File: config.mk
export PLATFORM = sky130hd
export DESIGN_NAME = ctr_irq_hub
export DESIGN_NICKNAME = d
export VERILOG_FILES = /design/src/rtl/ctr_irq_pkg.sv /design/src/rtl/ctr_irq_counter.sv /design/src/rtl/ctr_irq_flags.sv /design/src/rtl/ctr_irq_req.sv /design/src/rtl/ctr_irq_hub.sv
export SDC_FILE = /design/constraint.sdc
export NUM_CORES = 1
export LEC_CHECK = 0
export BUFFER_PORTS_ARGS = -buffer_cell sky130_fd_sc_hd__clkbuf_2
export CORE_MARGIN = 2
export CORE_UTILIZATION = 49
export DETAILED_ROUTE_END_ITERATION = 10
export PLACE_DENSITY = 0.95
export SKIP_LAST_GASP = 1
export SLEW_MARGIN = 20
export SYNTH_ARGS = -nofsm -noshare
export SYNTH_HDL_FRONTEND = slang
export SYNTH_HIERARCHICAL = 1
export SYNTH_SLANG_ARGS = --single-unit
File: constraint.sdc
create_clock -name clk -period 5.53 [get_ports clk]
set_clock_uncertainty 0.15 [all_clocks]
set_input_delay 1.106 -clock clk [delete_from_list [all_inputs] [get_ports clk]]
set_output_delay 1.106 -clock clk [all_outputs]
set_load 0.01 [all_outputs]
File: src/rtl/ctr_irq_pkg.sv
package ctr_irq_pkg;
  localparam int unsigned SEL_W = 2;

  function automatic int unsigned flag_total(input int unsigned n_chan);
    return n_chan + 2;
  endfunction
endpackage

File: src/rtl/ctr_irq_counter.sv
module ctr_irq_counter #(
  parameter int unsigned CNT_W  = 16,
  parameter int unsigned MIN_IW = 8,
  parameter int unsigned SEL_W  = 2
) (
  input  logic             clk,
  input  logic             rst,
  input  logic             run,
  input  logic             tick_en,
  input  logic [SEL_W-1:0] wsel,
  output logic [CNT_W-1:0] cnt_o,
  output logic             wrap_full_o,
  output logic             wrap_mid_o
);
  localparam int unsigned N_WID = 1 << SEL_W;
  localparam logic [CNT_W-1:0] ONE = {{(CNT_W-1){1'b0}}, 1'b1};

  logic [CNT_W-1:0] cnt_q;
  logic             adv;
  logic [N_WID-1:0] low_ones;

  assign adv = run & tick_en;

  generate
    for (genvar g = 0; g < N_WID; g++) begin : g_mid
      assign low_ones[g] = &cnt_q[MIN_IW+g-1:0];
    end
  endgenerate

  always_comb begin
    wrap_full_o = adv & (&cnt_q);
    wrap_mid_o  = adv & low_ones[wsel];
  end

  always_ff @(posedge clk) begin
    if (rst)      cnt_q <= '0;
    else if (adv) cnt_q <= cnt_q + ONE;
  end

  assign cnt_o = cnt_q;

  // advance by exactly one
  p_count_step_r2: assert property (@(posedge clk) disable iff (rst)
    adv |=> cnt_q == $past(cnt_q) + ONE);

  // hold when not advancing
  p_count_hold_r2: assert property (@(posedge clk) disable iff (rst)
    !adv |=> $stable(cnt_q));

  // a full wrap is also a wrap of any low bit group
  p_full_implies_mid_r4: assert property (@(posedge clk) disable iff (rst)
    wrap_full_o |-> wrap_mid_o);
endmodule

File: src/rtl/ctr_irq_flags.sv
module ctr_irq_flags #(
  parameter int unsigned NF = 8
) (
  input  logic          clk,
  input  logic          rst,
  input  logic [NF-1:0] set_i,
  input  logic          wr_en,
  input  logic [NF-1:0] wr_data,
  output logic [NF-1:0] flags_o
);
  logic [NF-1:0] flag_q;
  logic [NF-1:0] clr;

  assign clr = wr_en ? ~wr_data : '0;

  generate
    for (genvar i = 0; i < NF; i++) begin : g_flag
      always_ff @(posedge clk) begin
        if (rst)         flag_q[i] <= 1'b0;
        else if (set_i[i]) flag_q[i] <= 1'b1;
        else if (clr[i]) flag_q[i] <= 1'b0;
      end
    end
  endgenerate

  assign flags_o = flag_q;

  // any event latches regardless of enables
  p_event_latches_r6: assert property (@(posedge clk) disable iff (rst)
    (|set_i) |=> ((flag_q & $past(set_i)) == $past(set_i)));

  // flags not targeted by a clear stay set
  p_sticky_r7: assert property (@(posedge clk) disable iff (rst)
    1'b1 |=> ((flag_q & $past(flag_q & ~clr)) == $past(flag_q & ~clr)));

  // set beats a simultaneous clear
  p_set_wins_r8: assert property (@(posedge clk) disable iff (rst)
    (|(set_i & clr)) |=> ((flag_q & $past(set_i & clr)) == $past(set_i & clr)));
endmodule

File: src/rtl/ctr_irq_req.sv
module ctr_irq_req #(
  parameter int unsigned NF = 8
) (
  input  logic          clk,
  input  logic          rst,
  input  logic [NF-1:0] flags_i,
  input  logic [NF-1:0] ien,
  input  logic          gie_a,
  input  logic          gie_b,
  output logic          irq_o
);
  logic irq_q;
  logic any_src;

  assign any_src = |(flags_i & ien);

  always_ff @(posedge clk) begin
    if (rst) irq_q <= 1'b0;
    else     irq_q <= gie_a & gie_b & any_src;
  end

  assign irq_o = irq_q;

  // either global enable low forces the request low
  p_global_gate_r10: assert property (@(posedge clk) disable iff (rst)
    !(gie_a && gie_b) |=> !irq_q);

  // an enabled pending flag raises the request one cycle later
  p_request_follows_r9: assert property (@(posedge clk) disable iff (rst)
    (gie_a && gie_b && any_src) |=> irq_q);
endmodule

File: src/rtl/ctr_irq_hub.sv
module ctr_irq_hub
  import ctr_irq_pkg::*;
#(
  parameter int unsigned CNT_W  = 16,
  parameter int unsigned N_CHAN = 6,
  parameter int unsigned MIN_IW = 8
) (
  input  logic                              clk,
  input  logic                              rst,
  input  logic                              run,
  input  logic                              tick_en,
  input  logic [1:0]                        wsel,
  input  logic [N_CHAN-1:0]                 chan_evt,
  input  logic                              wr_en,
  input  logic [flag_total(N_CHAN)-1:0]     wr_data,
  input  logic [flag_total(N_CHAN)-1:0]     ien,
  input  logic                              gie_a,
  input  logic                              gie_b,
  output logic [CNT_W-1:0]                  count,
  output logic [flag_total(N_CHAN)-1:0]     flags,
  output logic                              irq
);
  localparam int unsigned NF       = flag_total(N_CHAN);
  localparam int unsigned MID_BIT  = N_CHAN;
  localparam int unsigned FULL_BIT = N_CHAN + 1;

  logic          wrap_full;
  logic          wrap_mid;
  logic [NF-1:0] set_vec;

  ctr_irq_counter #(.CNT_W(CNT_W), .MIN_IW(MIN_IW), .SEL_W(SEL_W)) u_cnt (
    .clk        (clk),
    .rst        (rst),
    .run        (run),
    .tick_en    (tick_en),
    .wsel       (wsel),
    .cnt_o      (count),
    .wrap_full_o(wrap_full),
    .wrap_mid_o (wrap_mid)
  );

  always_comb begin
    set_vec                = '0;
    set_vec[N_CHAN-1:0]    = chan_evt;
    set_vec[MID_BIT]       = wrap_mid;
    set_vec[FULL_BIT]      = wrap_full;
  end

  ctr_irq_flags #(.NF(NF)) u_flags (
    .clk    (clk),
    .rst    (rst),
    .set_i  (set_vec),
    .wr_en  (wr_en),
    .wr_data(wr_data),
    .flags_o(flags)
  );

  ctr_irq_req #(.NF(NF)) u_req (
    .clk    (clk),
    .rst    (rst),
    .flags_i(flags),
    .ien    (ien),
    .gie_a  (gie_a),
    .gie_b  (gie_b),
    .irq_o  (irq)
  );

  // reset clears everything observable
  p_reset_clears_r1: assert property (@(posedge clk)
    rst |=> (count == '0 && flags == '0 && !irq));

  // counter wrap to zero marks the full-wrap flag
  p_main_wrap_r3: assert property (@(posedge clk) disable iff (rst)
    (run && tick_en && count == {CNT_W{1'b1}}) |=> (flags[FULL_BIT] && count == '0));

  // channel pulses reach their flag bits
  p_chan_flag_r5: assert property (@(posedge clk) disable iff (rst)
    (|chan_evt) |=> ((flags[N_CHAN-1:0] & $past(chan_evt)) == $past(chan_evt)));
endmodule

==> flow_summary.ini <==
[yosys]
synth-seq-cells = 25
synth_compound_area_share_pct = 10.3
ys_warn_count = 6
synth-edff-count = 0
async_flop_share_pct = 0
syn_inst = 128
synth_top_family_by_area = simple AND/OR/NAND/NOR gates
yosys.area_share.adder_pct = 2.02
syn-num-nets = 161
ys.flop_type = dfxtp_1
synth_mux_area_share_pct = 1.72
synthSimpleGateAreaFrac_pct = 37.6
avgSynthCellArea_um2 = 9.67
synth_xor_xnor_area_share_pct = 6.37
seq_area_frac_synth_pct = 40.4
syn-cell-area_um2 = 1240
synth.distinct_cells = 30

[worst_setup_path]
cp_max_fo = 8
crit_buf_inv = 1
cp-start-kind = flop
cp.required_ps = 4270
critical-path-top-delay-family = flip-flops
crit_path_top_delay_cell = dfxtp_1
reg2regPathDepth = 8
path_depth = 1
crit_start = u_cnt/cnt_o[2]$_SDFFE_PP0P_
r2r-start = u_cnt/cnt_o[3]$_SDFFE_PP0P_
r2r_end = u_flags/flags_o[6]$_SDFFE_PP0P_
path_cells = clkbuf_2
arrival_ps = 1040
endpoint_kind = output port
crit_path_end = count[2]
crit_path_max_incr_delay_ps = 530
worst-setup-path-type = flop to output port
r2r_setup_slack_ps = 3420

[place]
portBuffers = 55
place_inst = 210
placed_cell_area_um2 = 1540
dp_hpwl_um = 2090
routabilityCongestion = 0.792

[route]
via_per_inst = 5.38
first_pass_iters = 4
routedWlPerCell_um = 12.7
antenna_left = 0
drtIter0Drc = 15
drcViolationCount = 0
wl_um = 2730
vias = 1151

[timing]
hold_viol_final = 0
rsz0062_at_grt = no
setup_viol = 0
tightestPinTransition_ps = 616
slew_headroom_pct = 59.0
fin_setup_tns_ps = 0
drv_slew = 0
fmaxAchievable_ghz = 0.435
period_share_pct = 41.5
period_needed_ps = 2300

[final_layout]
fillers = 225
multi_input_area_um2 = 718
fin_area_um2 = 1560
seqCellArea_um2 = 500
layout.cells.non_filler = 214
area_growth_pct = 26.3
drive_gt1_share_pct = 44.0
n_antenna_cell = 0
finalNetCount = 218

[min_path]
min-delay-start = u_cnt/cnt_o[1]$_SDFFE_PP0P_
holdCritPathClass = flop to flop

[clocking]
holdBufCountCts = 0
ctsResizeCount = 0
clkSlewWorstSetupHoldPaths_ps = 140
cts.sinks = 25
tritoncts = yes
cts_setup_buffers = 0
clk_latency_ps = 320
cts.path.max_buffers = 2
cts_root_buffer = clkbuf_4
h-tree-depth = 1
numCtsBuffers = 3

[outcome]
status = completed

[global_route]
antenna_found_initial = 0
grt_pass1_wl_um = 4220
grt_remaining_overflow = 0
first_global_vias = 1029
grtUsageTotal_pct = 19.4
grt_max_degree = 27

[flow_run]
drv_cap = 0

[die]
fp.dieArea_um2 = 2940
io_pins = 56
die_x_um = 54.3
core.rowCount = 18
start_util_pct = 50.9
dieHeight_um = 54.3
coreArea_um2 = 2430

[pwr]
power.density_nw_per_um2 = 199
power_leakage_nw = 0.703
max-vdd-ir-drop_v = 0.000141
[state kept, by name, summed over array words and instances, names as in the netlist]
signal           count
u_req/irq_o          1
u_flags/flags_o      8
u_cnt/cnt_o         16
[kinds of logic (layout without fill, tap and decap cells)]
| group | after synthesis | count (layout) |
|---|---|---|
| AOI/OAI and AO/OA | 18 | 18 |
| xor gates and xnor gates | 9 | 9 |
| adders and majority gates | 2 | 2 |
| buffers and inverters | 4 | 60 |
| DFF | 25 | 25 |
| muxes | 2 | 2 |
| and+or+nand+nor | 68 | 68 |
[how the worst min path moves through the flow]
stage,slack [ps],endpoint,depth (start not counted)
floorplan,360,u_cnt/cnt_o[1]$_SDFFE_PP0P_,2
global placement,340,u_cnt/cnt_o[1]$_SDFFE_PP0P_,2
detailed placement,340,u_cnt/cnt_o[1]$_SDFFE_PP0P_,2
CTS,360,u_cnt/cnt_o[1]$_SDFFE_PP0P_,2
global route,400,u_cnt/cnt_o[1]$_SDFFE_PP0P_,2
finish,360,u_cnt/cnt_o[1]$_SDFFE_PP0P_,2
[metrics by stage]
stage	hold slack, ps	setup WS, ps	utilization [%]	total power [mW]
finish	360	3230	64.2	0.311
global route	401	3160	64.2	0.327
CTS	361	3210	64.2	0.314
detailed placement	342	3030	63.1	0.233
global placement	337	3050	63.1	0.231
floorplan	358	3230	-	0.212
[layout make-up]
class	count	area share [%]
multi-input combinational	99	46.0
sequential	25	32.0
timing repair buffer	55	17.6
tap	30	2.40
clock buffer	3	1.44
clock inverter	1	0.320
inverter	1	0.240
[per-layer routing]
layer  vias to the layer above  GRT usage, %  share of wire, %
li1                        578             -                 -
met1                       531          21.7                41
met2                        42          36.3                52
met3                         0          3.28               7.7
met4                         0          6.67                 0
met5                         -             0                 0
[placed cells by master (no fill, tap or decap)]
cell type  instances
nand4_1            5
o21ai_0            3
clkinv_2           1
and4_1             3
a22o_1             2
a21o_1             1
or4_1              1
nand3_1            4
nor3b_2            8
clkbuf_4           3
dfxtp_1           25
mux2_1             1
nand4_2            1
mux2i_1            1
nand4_4            1
a21oi_1            7
nor2_1            20
clkbuf_2          55
ha_1               2
and2_1             1
or3_1              3
o21bai_1           1
nand2_1           10
and4_4             2
nor2b_1            1
a221oi_2           2
nor3_2             8
o31ai_1            1
xor2_1             9
inv_1              1
a211oi_1           1
[synth_stat cells, types with 2 or more instances]
master,number,area [um^2]
and4_4,2,22.5
nand2_1,10,37.5
or3_1,3,18.8
nor3b_2,8,100
clkbuf_1,2,7.51
nand3_1,4,20.0
nor3_2,8,80.1
and4_1,3,26.3
a221oi_2,2,30.0
dfxtp_1,25,500
o21ai_0,3,15.0
xor2_1,9,78.8
a22o_1,2,17.5
nor2_1,20,75.1
nand4_1,5,31.3
ha_1,2,25.0
a21oi_1,7,35.0
[report_power, final]
group | leakage [nW] | internal (mW) | switching, mW | total [mW]
Clock | 0.0177 | 0.0271 | 0.0556 | 0.0827
Sequential | 0.203 | 0.185 | 0.00405 | 0.189
Combinational | 0.482 | 0.0197 | 0.0196 | 0.0394
Total | 0.703 | 0.232 | 0.0793 | 0.311
Power figures use the tool's default switching activity.
